$ cat src/rtl/mod_out_pkg.sv
package mod_out_pkg;
  typedef enum logic [1:0] {
    MODE_PORT   = 2'b00,
    MODE_TOG    = 2'b01,
    MODE_SER    = 2'b10,
    MODE_SER_IN = 2'b11
  } mod_mode_e;

  function automatic logic mode_uses_pins(input logic [1:0] m);
    return (m == MODE_TOG) || (m == MODE_SER);
  endfunction

  function automatic logic mode_forces_in(input logic [1:0] m);
    return (m == MODE_SER) || (m == MODE_SER_IN);
  endfunction
endpackage

$ cat src/rtl/mod_toggle_ff.sv
module mod_toggle_ff (
  input  logic clk_i,
  input  logic rst_ni,
  input  logic tmr_en_i,
  input  logic mod_tick_i,
  input  logic preset_we_i,
  input  logic preset_val_i,
  output logic tog_o
);
  logic tog_q;

  always_ff @(posedge clk_i or negedge rst_ni) begin
    if (!rst_ni)                         tog_q <= 1'b0;
    else if (!tmr_en_i && preset_we_i)   tog_q <= preset_val_i;
    else if (tmr_en_i && mod_tick_i)     tog_q <= ~tog_q;
  end

  assign tog_o = tog_q;
endmodule

$ cat src/rtl/mod_pin_mux.sv
module mod_pin_mux #(
  parameter int PORT_W  = 8,
  parameter int PIN_A   = 5,
  parameter int PIN_B   = 6,
  parameter int PIN_SER = 7
) (
  input  logic              tog_i,
  input  logic [1:0]        mode_i,
  input  logic [PORT_W-1:0] port_data_i,
  input  logic [PORT_W-1:0] port_dir_i,
  output logic [PORT_W-1:0] pin_o,
  output logic [PORT_W-1:0] pin_oe_o
);
  import mod_out_pkg::*;

  logic use_pins, force_in;
  assign use_pins = mode_uses_pins(mode_i);
  assign force_in = mode_forces_in(mode_i);

  for (genvar i = 0; i < PORT_W; i++) begin : g_pin
    if (i == PIN_A) begin : g_a
      assign pin_o[i]    = use_pins ? tog_i : port_data_i[i];
      assign pin_oe_o[i] = port_dir_i[i];
    end else if (i == PIN_B) begin : g_b
      assign pin_o[i]    = use_pins ? ~tog_i : port_data_i[i];
      assign pin_oe_o[i] = port_dir_i[i];
    end else if (i == PIN_SER) begin : g_ser
      assign pin_o[i]    = port_data_i[i];
      assign pin_oe_o[i] = port_dir_i[i] & ~force_in;
    end else begin : g_gp
      assign pin_o[i]    = port_data_i[i];
      assign pin_oe_o[i] = port_dir_i[i];
    end
  end
endmodule

$ cat src/rtl/mod_pin_sync.sv
module mod_pin_sync #(
  parameter int WIDTH  = 8,
  parameter int STAGES = 2
) (
  input  logic             clk_i,
  input  logic             rst_ni,
  input  logic [WIDTH-1:0] d_i,
  output logic [WIDTH-1:0] q_o
);
  logic [WIDTH-1:0] stage_q [STAGES];

  always_ff @(posedge clk_i or negedge rst_ni) begin
    if (!rst_ni) begin
      for (int s = 0; s < STAGES; s++) stage_q[s] <= '0;
    end else begin
      stage_q[0] <= d_i;
      for (int s = 1; s < STAGES; s++) stage_q[s] <= stage_q[s-1];
    end
  end

  assign q_o = stage_q[STAGES-1];
endmodule

$ cat src/rtl/mod_out_stage.sv
module mod_out_stage #(
  parameter int PORT_W      = 8,
  parameter int PIN_A       = 5,
  parameter int PIN_B       = 6,
  parameter int PIN_SER     = 7,
  parameter int SYNC_STAGES = 2
) (
  input  logic              clk_i,
  input  logic              rst_ni,
  input  logic              tmr_en_i,
  input  logic              mod_tick_i,
  input  logic              preset_we_i,
  input  logic              preset_val_i,
  input  logic [1:0]        mode_i,
  input  logic [PORT_W-1:0] port_data_i,
  input  logic [PORT_W-1:0] port_dir_i,
  input  logic [PORT_W-1:0] pin_i,
  output logic [PORT_W-1:0] pin_o,
  output logic [PORT_W-1:0] pin_oe_o,
  output logic [PORT_W-1:0] pin_rd_o,
  output logic              tog_o
);
  logic tog;

  mod_toggle_ff i_tog (
    .clk_i, .rst_ni, .tmr_en_i, .mod_tick_i, .preset_we_i, .preset_val_i,
    .tog_o(tog)
  );

  mod_pin_mux #(.PORT_W(PORT_W), .PIN_A(PIN_A), .PIN_B(PIN_B), .PIN_SER(PIN_SER)) i_mux (
    .tog_i(tog), .mode_i, .port_data_i, .port_dir_i, .pin_o, .pin_oe_o
  );

  mod_pin_sync #(.WIDTH(PORT_W), .STAGES(SYNC_STAGES)) i_sync (
    .clk_i, .rst_ni, .d_i(pin_i), .q_o(pin_rd_o)
  );

  assign tog_o = tog;
endmodule

$ cat config.mk
export PLATFORM = sky130hd
export DESIGN_NAME = mod_out_stage
export DESIGN_NICKNAME = d
export VERILOG_FILES = /design/src/rtl/mod_out_pkg.sv /design/src/rtl/mod_toggle_ff.sv /design/src/rtl/mod_pin_mux.sv /design/src/rtl/mod_pin_sync.sv /design/src/rtl/mod_out_stage.sv
export SDC_FILE = /design/constraint.sdc
export NUM_CORES = 1
export LEC_CHECK = 0
export BUFFER_PORTS_ARGS = -buffer_cell sky130_fd_sc_hd__buf_4
export CAP_MARGIN = 5
export CORE_MARGIN = 2
export CORE_UTILIZATION = 33
export CTS_CLUSTER_SIZE = 30
export DETAILED_ROUTE_END_ITERATION = 8
export MAX_ROUTING_LAYER = met4
export PLACE_DENSITY = 0.81
export SLEW_MARGIN = 20
export SYNTH_ARGS = -nofsm -noshare
export SYNTH_HDL_FRONTEND = slang
export SYNTH_SLANG_ARGS = --single-unit
$ cat constraint.sdc
create_clock -name clk_i -period 0.8 [get_ports clk_i]
set_input_delay 0 -clock clk_i [delete_from_list [all_inputs] [get_ports clk_i]]
set_output_delay 0 -clock clk_i [all_outputs]
set_load 0.05 [all_outputs]
==> results.sh, run 1 <==
export IMPL_critPathTopFamily="flip-flops"
export IMPL_vias=413
export IMPL_tightest_slew_ns=0.2028
export IMPL_seqPwrFrac_pct=49.1
export IMPL_crit_chain="mux2_4 > buf_6"
export IMPL_ant_nets=0
export IMPL_leakagePower_nw=0.4957
export IMPL_rsz0062_at_grt="yes"
export IMPL_cts_tree="yes"
export IMPL_grt_start_max_net_pins=18
export IMPL_drc=0
export IMPL_ys_warn_count=0
export IMPL_dpl_instance_area_um2=825.8
export IMPL_first_pass_iters=1
export IMPL_drv_slew=0
export IMPL_wl_met2_um=679
export IMPL_postLayoutCoreUtil_pct=53.16
export IMPL_cts_root_buf="clkbuf_4"
export IMPL_worst_slew_margin_rel_pct=86.48
export IMPL_synth_seq_cells=17
export IMPL_worstPathMaxFanout=3
export IMPL_fin_ws_ns=-0.3180
export IMPL_synth_area_um2=674.4
export IMPL_overflow=0
export IMPL_hold_violations=0
export IMPL_dieWidth_um=49.21
export IMPL_synth_distinct_cells=12
export IMPL_top_signal_layer_used="met3"
export IMPL_cp_num_buf_inv=1
export IMPL_status="finished with violations"
export IMPL_vias_per_cell=4.010
export IMPL_dieArea_um2=2421
export IMPL_syn_num_nets=83
export IMPL_n_antenna_cell=0
export IMPL_finalCritPeriodShare_pct=139.7
export IMPL_multi_input_area_um2=131.4
export IMPL_htreeDepth=1
export IMPL_slowest_stage="dfrtp_2"
export IMPL_skew_ns=0.0006421
export IMPL_cp_required_ns=0.80
export IMPL_setup_viol=12
export IMPL_cts_sink_count=17
export IMPL_syn_to_final_growth_pct=53.06
export IMPL_p_int_w=0.001361
export IMPL_yosysSeqAreaShare_pct=63.08
export IMPL_clkLatencyLatePin_ns=0.27
export IMPL_initial_core_util_pct=34.73
export IMPL_avgSynthCellArea_um2=13.76
export IMPL_powerDensity_nw_per_um2=1833
export IMPL_wl_mm=1.119
export IMPL_drt_iter0_drc=0
export IMPL_post_drt_wl_per_cell_um=10.86
export IMPL_io_pin_count=57
export IMPL_hpwl_um=868.9
export IMPL_met3_length_um=123
export IMPL_holdCritPathClass="in2out"
export IMPL_critPathCaptureType="output port"
export IMPL_antenna_found_initial=0
export IMPL_grtUsageTotal_pct=10.57
export IMPL_portBuffers=30
export IMPL_drive_above_1_share_pct=59.21
export IMPL_clkPwrFrac_pct=21.9
export IMPL_grt_pass1_wl_mm=1.945
export IMPL_rows=16
export IMPL_cpPeakStageDelay_ns=0.42
export IMPL_most_common_layout_cells="21 x buf_4, 16 x dfrtp_1, 13 x buf_6, 9 x dlygate4sd3_1, 3 x clkbuf_4"
export IMPL_switching_share_pct=28.07
export IMPL_whs_ns=0.00001716
export IMPL_cts_inserted_buffers=3
export IMPL_m1WireLength_um=316
export IMPL_critical_path_class="reg2out"
export IMPL_clock_path_buffers=2
export IMPL_cts_clk_slew_worst_paths_ns=0.09
export IMPL_p_total_w=0.001893
export IMPL_gp_congestion=0.6156
export IMPL_fillers=167
export IMPL_timing_fmax_mhz=894.5
export IMPL_start_kind="flip-flop"
export IMPL_cp_arrival_ns=1.12
export IMPL_fp_coreArea_um2=1942
export IMPL_max_cap_violations=0
export IMPL_failed_checks="negative setup slack"
export IMPL_period_needed_ns=1.118
export IMPL_design_area_um2=1032
export IMPL_die_y_um=49.21
export IMPL_ir_drop_mv=1.210
export IMPL_nets=111
export IMPL_synthCells=49
export IMPL_pwr_share_comb_pct=28.9
export IMPL_grt_pass1_vias=473
export IMPL_p_sw_w=0.0005312
export IMPL_ff_latch_area_um2=426.7
export IMPL_layout_commonest_cell="buf_4"
## registers in the layout, indices dropped and copies added (netlist names)
name,count
i_sync.q_o,8
i_sync.stage_q,8
i_tog.tog_o,1
## worst paths after layout
path | slack, ns | to | startpoint | cells after the start
max | -0.32 | pin_o[5] | i_tog.tog_o | 2
min | 0.00002 | pin_o[0] | port_data_i[0] | 0
max reg2reg | -0.11 | i_tog.tog_o | i_tog.tog_o | 4
min reg2reg | 0.35 | i_sync.q_o[3] | i_sync.stage_q[11] | 0
max in group asynchronous | 0.49 | i_tog.tog_o | rst_ni | 2
min in group asynchronous | 0.12 | i_sync.stage_q[12] | rst_ni | 2
## cell type report
cell class / count / area share, %
flip-flops and latches: 17 / 41.33
repair buffers: 44 / 39.64
multi-input cells: 10 / 12.73
well taps: 27 / 3.273
clock buffers: 3 / 2.182
clock inverters: 1 / 0.4848
inverters: 1 / 0.3636
## power groups by stage
stage               clock network [W]  registers [W]  logic (W)
floorplan                           0       0.000973   0.000418
detailed placement                  0       0.000951   0.000430
global route                 0.000476       0.000937   0.000577
finish                       0.000415       0.000930   0.000547
global placement                    0       0.000948   0.000420
CTS                          0.000431       0.000932   0.000542
## stage by stage
stage | setup TNS, ns | worst slack (ns) | cells
4_1_cts | -1.238 | -0.3282 | 103
2_1_floorplan | -0.3043 | -0.1147 | 49
5_1_grt | -1.604 | -0.3623 | 103
3_3_place_gp | -0.2647 | -0.1047 | 88
3_5_place_dp | -0.3618 | -0.1335 | 88
6_report | -1.107 | -0.3180 | 103
## cell families (layout without fill, tap and decap cells)
logic type / Yosys count / count (layout) / synth area share [%]
AND/OR/NAND/NOR: 4 / 4 / 3.710
buffers and inverters: 22 / 49 / 23.93
AO/OA/AOI/OAI: 2 / 2 / 2.226
adder cells (fa/ha/maj): 2 / 2 / 3.710
multiplexers: 2 / 2 / 3.339
flip-flops: 17 / 17 / 63.08
## synth_stat cells
cell     count  share of area [%]
buf_4       21                 23
dfrtp_1     17                 63
ha_1         2                3.7
inv_1        1               0.56
mux2_1       1                1.7
mux2_2       1                1.7
nand2_1      1               0.56
nand3_1      1               0.74
nor3b_1      1                1.1
o211a_1      1                1.5
o21ai_0      1               0.74
or3b_1       1                1.3
## per-layer routing
metal | vias up | GRT usage, %
met5 | - | -
met3 | 0 | 3.067
met1 | 196 | 9.109
li1 | 189 | -
met4 | 0 | 3.333
met2 | 28 | 21.17
## timing repair
item,in CTS,in global routing
pin swaps,2,3
hold buffers,9,0
resized for setup,15,3
buffers inserted,2,0
hold endpoints to repair,25,0
setup endpoints to repair,13,13
No activity file was read; power rests on OpenSTA's default activity.
==> run 2, diff against run 1 <==
Settings changed: CELL_PAD_IN_SITES_DETAIL_PLACEMENT set to 1, CELL_PAD_IN_SITES_GLOBAL_PLACEMENT set to 1, CORE_UTILIZATION 33 to 23, PLACE_DENSITY 0.81 to 0.8.
==> results.sh, run 2 (synthesis results as in run 1) <==
export IMPL_post_place_cells=90
export IMPL_rows=19
export IMPL_ant_nets=0
export IMPL_overflow=0
export IMPL_worst_slew_margin_rel_pct=85.94
export IMPL_finalCritPeriodShare_pct=144.4
export IMPL_initial_core_util_pct=24.25
export IMPL_cts_clk_slew_worst_paths_ns=0.09
export IMPL_timing_fmax_mhz=865.7
export IMPL_design_area_um2=999.7
export IMPL_start_kind="flip-flop"
export IMPL_dieWidth_um=58.15
export IMPL_max_cap_violations=0
export IMPL_gp_congestion=0.6239
export IMPL_period_needed_ns=1.155
export IMPL_cp_required_ns=0.80
export IMPL_rsz0062_at_grt="yes"
export IMPL_dieArea_um2=3381
export IMPL_vias=410
export IMPL_worstPathMaxFanout=3
export IMPL_ir_drop_mv=1.163
export IMPL_drt_iter0_drc=5
export IMPL_multi_input_area_um2=113.9
export IMPL_clkLatencyLatePin_ns=0.28
export IMPL_syn_to_final_growth_pct=48.24
export IMPL_status="finished with violations"
export IMPL_dpl_instance_area_um2=815.8
export IMPL_drc=0
export IMPL_grt_pass1_vias=507
export IMPL_tightest_slew_ns=0.2109
export IMPL_fp_coreArea_um2=2781
export IMPL_nets=109
export IMPL_final_cells=105
export IMPL_post_drt_wl_per_cell_um=11.91
export IMPL_critPathCaptureType="output port"
export IMPL_cts_tree="yes"
export IMPL_ff_latch_area_um2=426.7
export IMPL_cts_inserted_buffers=3
export IMPL_first_pass_iters=2
export IMPL_grt_start_max_net_pins=18
export IMPL_htreeDepth=1
export IMPL_holdCritPathClass="in2out"
export IMPL_io_pin_count=57
export IMPL_powerDensity_nw_per_um2=1889
export IMPL_drv_slew=0
export IMPL_vias_per_cell=3.905
export IMPL_wl_mm=1.251
export IMPL_setup_viol=12
export IMPL_grt_pass1_wl_mm=2.132
export IMPL_n_antenna_cell=0
export IMPL_finalSetupTns_ns=-1.220
export IMPL_layout_commonest_cell="buf_4"
export IMPL_drive_above_1_share_pct=54.05
export IMPL_cts_root_buf="clkbuf_4"
export IMPL_clock_path_buffers=2
export IMPL_hold_violations=0
export IMPL_fillers=291
export IMPL_cp_arrival_ns=1.16
export IMPL_leakagePower_nw=0.4821
export IMPL_fin_ws_ns=-0.3552
export IMPL_grtUsageTotal_pct=8.933
export IMPL_most_common_layout_cells="20 x buf_4, 16 x dfrtp_1, 11 x buf_6, 10 x dlygate4sd3_1, 3 x clkbuf_4"
export IMPL_antenna_found_initial=0
export IMPL_failed_checks="negative setup slack"
export IMPL_critical_path_class="reg2out"
export IMPL_die_y_um=58.15
export IMPL_hpwl_um=913.4
export IMPL_skew_ns=0.0005532
export IMPL_portBuffers=30
export IMPL_cts_sink_count=17
run 2: changes by cell type in the layout (fill, tap and decap cells not counted), sizes merged:
cell	before	now
dlygate4sd3	9	10
buf	35	32
run 2: report_power, final:
part	internal (W)	switching (W)	leakage, nW
combinational	0.000246	0.000270	0.268
sequential	0.000909	0.0000259	0.197
clock	0.000186	0.000252	0.0177
run 2: path summary, 6_finish.rpt:
check / from / end / slack [ns] / depth (start not counted)
max: i_tog.tog_o / pin_o[5] / -0.36 / 2
min: port_data_i[0] / pin_o[0] / 0.00002 / 0
max reg2reg: i_tog.tog_o / i_tog.tog_o / -0.14 / 4
min reg2reg: i_sync.stage_q[9] / i_sync.q_o[1] / 0.35 / 0
max in group asynchronous: rst_ni / i_tog.tog_o / 0.51 / 2
min in group asynchronous: rst_ni / i_sync.stage_q[10] / 0.09 / 2
run 2: metrics by stage:
| stage | util, % | hold slack, ns | power [W] | setup slack, ns |
|---|---|---|---|---|
| 5_1_grt | 35.94 | 0.00009605 | 0.001978 | -0.3925 |
| 3_3_place_gp | 29.33 | -0.1352 | 0.001361 | -0.1667 |
| 6_report | 35.94 | 0.00002196 | 0.001888 | -0.3552 |
| 2_1_floorplan | - | -0.2956 | 0.001391 | -0.1147 |
| 3_5_place_dp | 29.33 | -0.1312 | 0.001373 | -0.1898 |
| 4_1_cts | 35.94 | 0.0003409 | 0.001902 | -0.3667 |
run 2: what timing repair did:
action | in CTS | in global routing
resized for setup | 13 | 0
hold buffers | 10 | 0
cloned | 0 | 0
setup buffers | 1 | 0
endpoints found under the hold margin | 26 | 0
endpoints found under the setup margin | 12 | 12
pin swaps | 1 | 0
run 2: cell type report:
cell class	count	area share, %
sequential	17	42.68
timing repair buffer	42	38.92
multi-input combinational	10	11.39
tap	31	3.880
clock buffer	3	2.253
clock inverter	1	0.5006
inverter	1	0.3755
run 2: layer usage:
layer / track usage, % / part of all wire [%] / vias up
li1: - / - / 185
met5: - / 0 / -
met4: 4.983 / 2.4 / 0
met3: 4.241 / 11 / 6
met1: 6.799 / 28 / 193
met2: 16.72 / 59 / 26
run 2: worst max-delay path, stage by stage (launching register included):
cell and delay [ns]:
dfrtp_2 0.44, mux2_4 0.28, buf_6 0.15
==> run 3, diff against run 2 <==
Settings changed: SETUP_SLACK_MARGIN set to 0.05.
==> results.sh, run 3 (synthesis results as in run 1) <==
export IMPL_period_needed_ns=1.155
export IMPL_dieArea_um2=3381
export IMPL_cpPeakStageDelay_ns=0.44
export IMPL_most_common_layout_cells="19 x buf_4, 16 x dfrtp_1, 12 x buf_6, 10 x dlygate4sd3_1, 3 x clkbuf_4"
export IMPL_skew_ns=0.0005532
export IMPL_status="finished with violations"
export IMPL_nets=109
export IMPL_postLayoutCoreUtil_pct=36.08
export IMPL_grt_start_max_net_pins=18
export IMPL_ant_nets=0
export IMPL_p_total_w=0.001891
export IMPL_worst_slew_margin_rel_pct=85.94
export IMPL_drive_above_1_share_pct=54.05
export IMPL_max_cap_violations=0
export IMPL_n_antenna_cell=0
export IMPL_dpl_instance_area_um2=815.8
export IMPL_vias=410
export IMPL_finalSetupTns_ns=-1.220
export IMPL_cts_inserted_buffers=3
export IMPL_cp_arrival_ns=1.16
export IMPL_critical_path_class="reg2out"
export IMPL_timing_fmax_mhz=865.6
export IMPL_first_pass_iters=2
export IMPL_holdCritPathClass="in2out"
export IMPL_design_area_um2=1003
export IMPL_drv_slew=0
export IMPL_die_y_um=58.15
export IMPL_htreeDepth=1
export IMPL_vias_per_cell=3.905
export IMPL_start_kind="flip-flop"
export IMPL_hold_violations=0
export IMPL_cts_sink_count=17
export IMPL_worstPathMaxFanout=3
export IMPL_hpwl_um=913.4
export IMPL_critPathCaptureType="output port"
export IMPL_fp_coreArea_um2=2781
export IMPL_cts_tree="yes"
export IMPL_tightest_slew_ns=0.2109
export IMPL_wl_mm=1.249
export IMPL_overflow=0
export IMPL_clkLatencyLatePin_ns=0.28
export IMPL_cts_root_buf="clkbuf_4"
export IMPL_gp_congestion=0.6239
export IMPL_setup_viol=12
export IMPL_powerDensity_nw_per_um2=1884
export IMPL_crit_chain="mux2_4 > buf_6"
export IMPL_clock_path_buffers=2
export IMPL_initial_core_util_pct=24.25
export IMPL_fin_ws_ns=-0.3552
export IMPL_layout_commonest_cell="buf_4"
export IMPL_slowest_stage="dfrtp_2"
export IMPL_grtUsageTotal_pct=8.933
export IMPL_failed_checks="negative setup slack"
export IMPL_ir_drop_mv=1.166
export IMPL_grt_pass1_wl_mm=2.132
export IMPL_finalCritPeriodShare_pct=144.4
export IMPL_grt_pass1_vias=507
export IMPL_cts_clk_slew_worst_paths_ns=0.09
export IMPL_antenna_found_initial=0
export IMPL_drc=0
export IMPL_dieWidth_um=58.15
export IMPL_cp_required_ns=0.80
export IMPL_io_pin_count=57
export IMPL_rows=19
export IMPL_rsz0062_at_grt="yes"
export IMPL_syn_to_final_growth_pct=48.79
export IMPL_portBuffers=30
export IMPL_drt_iter0_drc=5
export IMPL_leakagePower_nw=0.4831
export IMPL_post_drt_wl_per_cell_um=11.90
## run 3: changes by cell type in the layout (fill, tap and decap cells not counted)
cell | previous run | this run
buf_4 | 20 | 19
buf_6 | 11 | 12
## run 3: layout make-up
cell class | count | area, µm²
Inverter | 1 | 3.754
Tap cell | 31 | 38.79
Clock buffer | 3 | 22.52
Timing Repair Buffer | 42 | 392.9
Fill cell | 292 | 1778
Multi-Input combinational cell | 10 | 113.9
Clock inverter | 1 | 5.005
Sequential cell | 17 | 426.7
## run 3: per-stage QoR
| stage | hold slack, ns | setup WS, ns | std cells |
|---|---|---|---|
| finish | 0.00002196 | -0.3552 | 105 |
| detailed placement | -0.1312 | -0.1898 | 90 |
| global route | 0.00009605 | -0.3925 | 105 |
| floorplan | -0.2956 | -0.1147 | 49 |
| CTS | 0.0003409 | -0.3667 | 105 |
| global placement | -0.1352 | -0.1667 | 90 |
## run 3: what timing repair did
action | in CTS | in global routing
hold endpoints to repair | 26 | 0
hold buffers | 10 | 0
endpoints found under the setup margin | 12 | 13
pin swaps | 1 | 0
resized for setup | 13 | 1
setup buffers | 1 | 0
## run 3: where the power goes
part / switching [W] / leakage, nW / internal, W
combinational: 0.000270 / 0.269 / 0.000249
clock: 0.000252 / 0.0177 / 0.000186
sequential: 0.0000259 / 0.197 / 0.000909
## run 3: routing by layer
layer  wire [µm]  GRT usage, %  part of all wire, %  vias to the layer above
li1            -             -                    -                      185
met5           0             -                    0                        -
met4          30         4.983                  2.4                        0
met1         352         6.799                   28                      193
met3         127         4.241                   10                        6
met2         739         16.72                   59                       26
## run 3: worst paths after layout
check / startpoint / end / slack, ns / depth (start not counted)
worst min register to register: i_sync.stage_q[9] / i_sync.q_o[1] / 0.35 / 0
min in group asynchronous: rst_ni / i_sync.stage_q[10] / 0.09 / 2
max in group asynchronous: rst_ni / i_tog.tog_o / 0.51 / 2
worst min-delay path: port_data_i[0] / pin_o[0] / 0.00002 / 0
worst max register to register: i_tog.tog_o / i_tog.tog_o / -0.14 / 4
worst max-delay path: i_tog.tog_o / pin_o[5] / -0.36 / 2
## run 3: worst max-delay path: cells and delay by family (launching register included)
kind / cells / cell delay, ns
buffers and inverters: 1 / 0.15
DFF: 1 / 0.44
muxes: 1 / 0.28
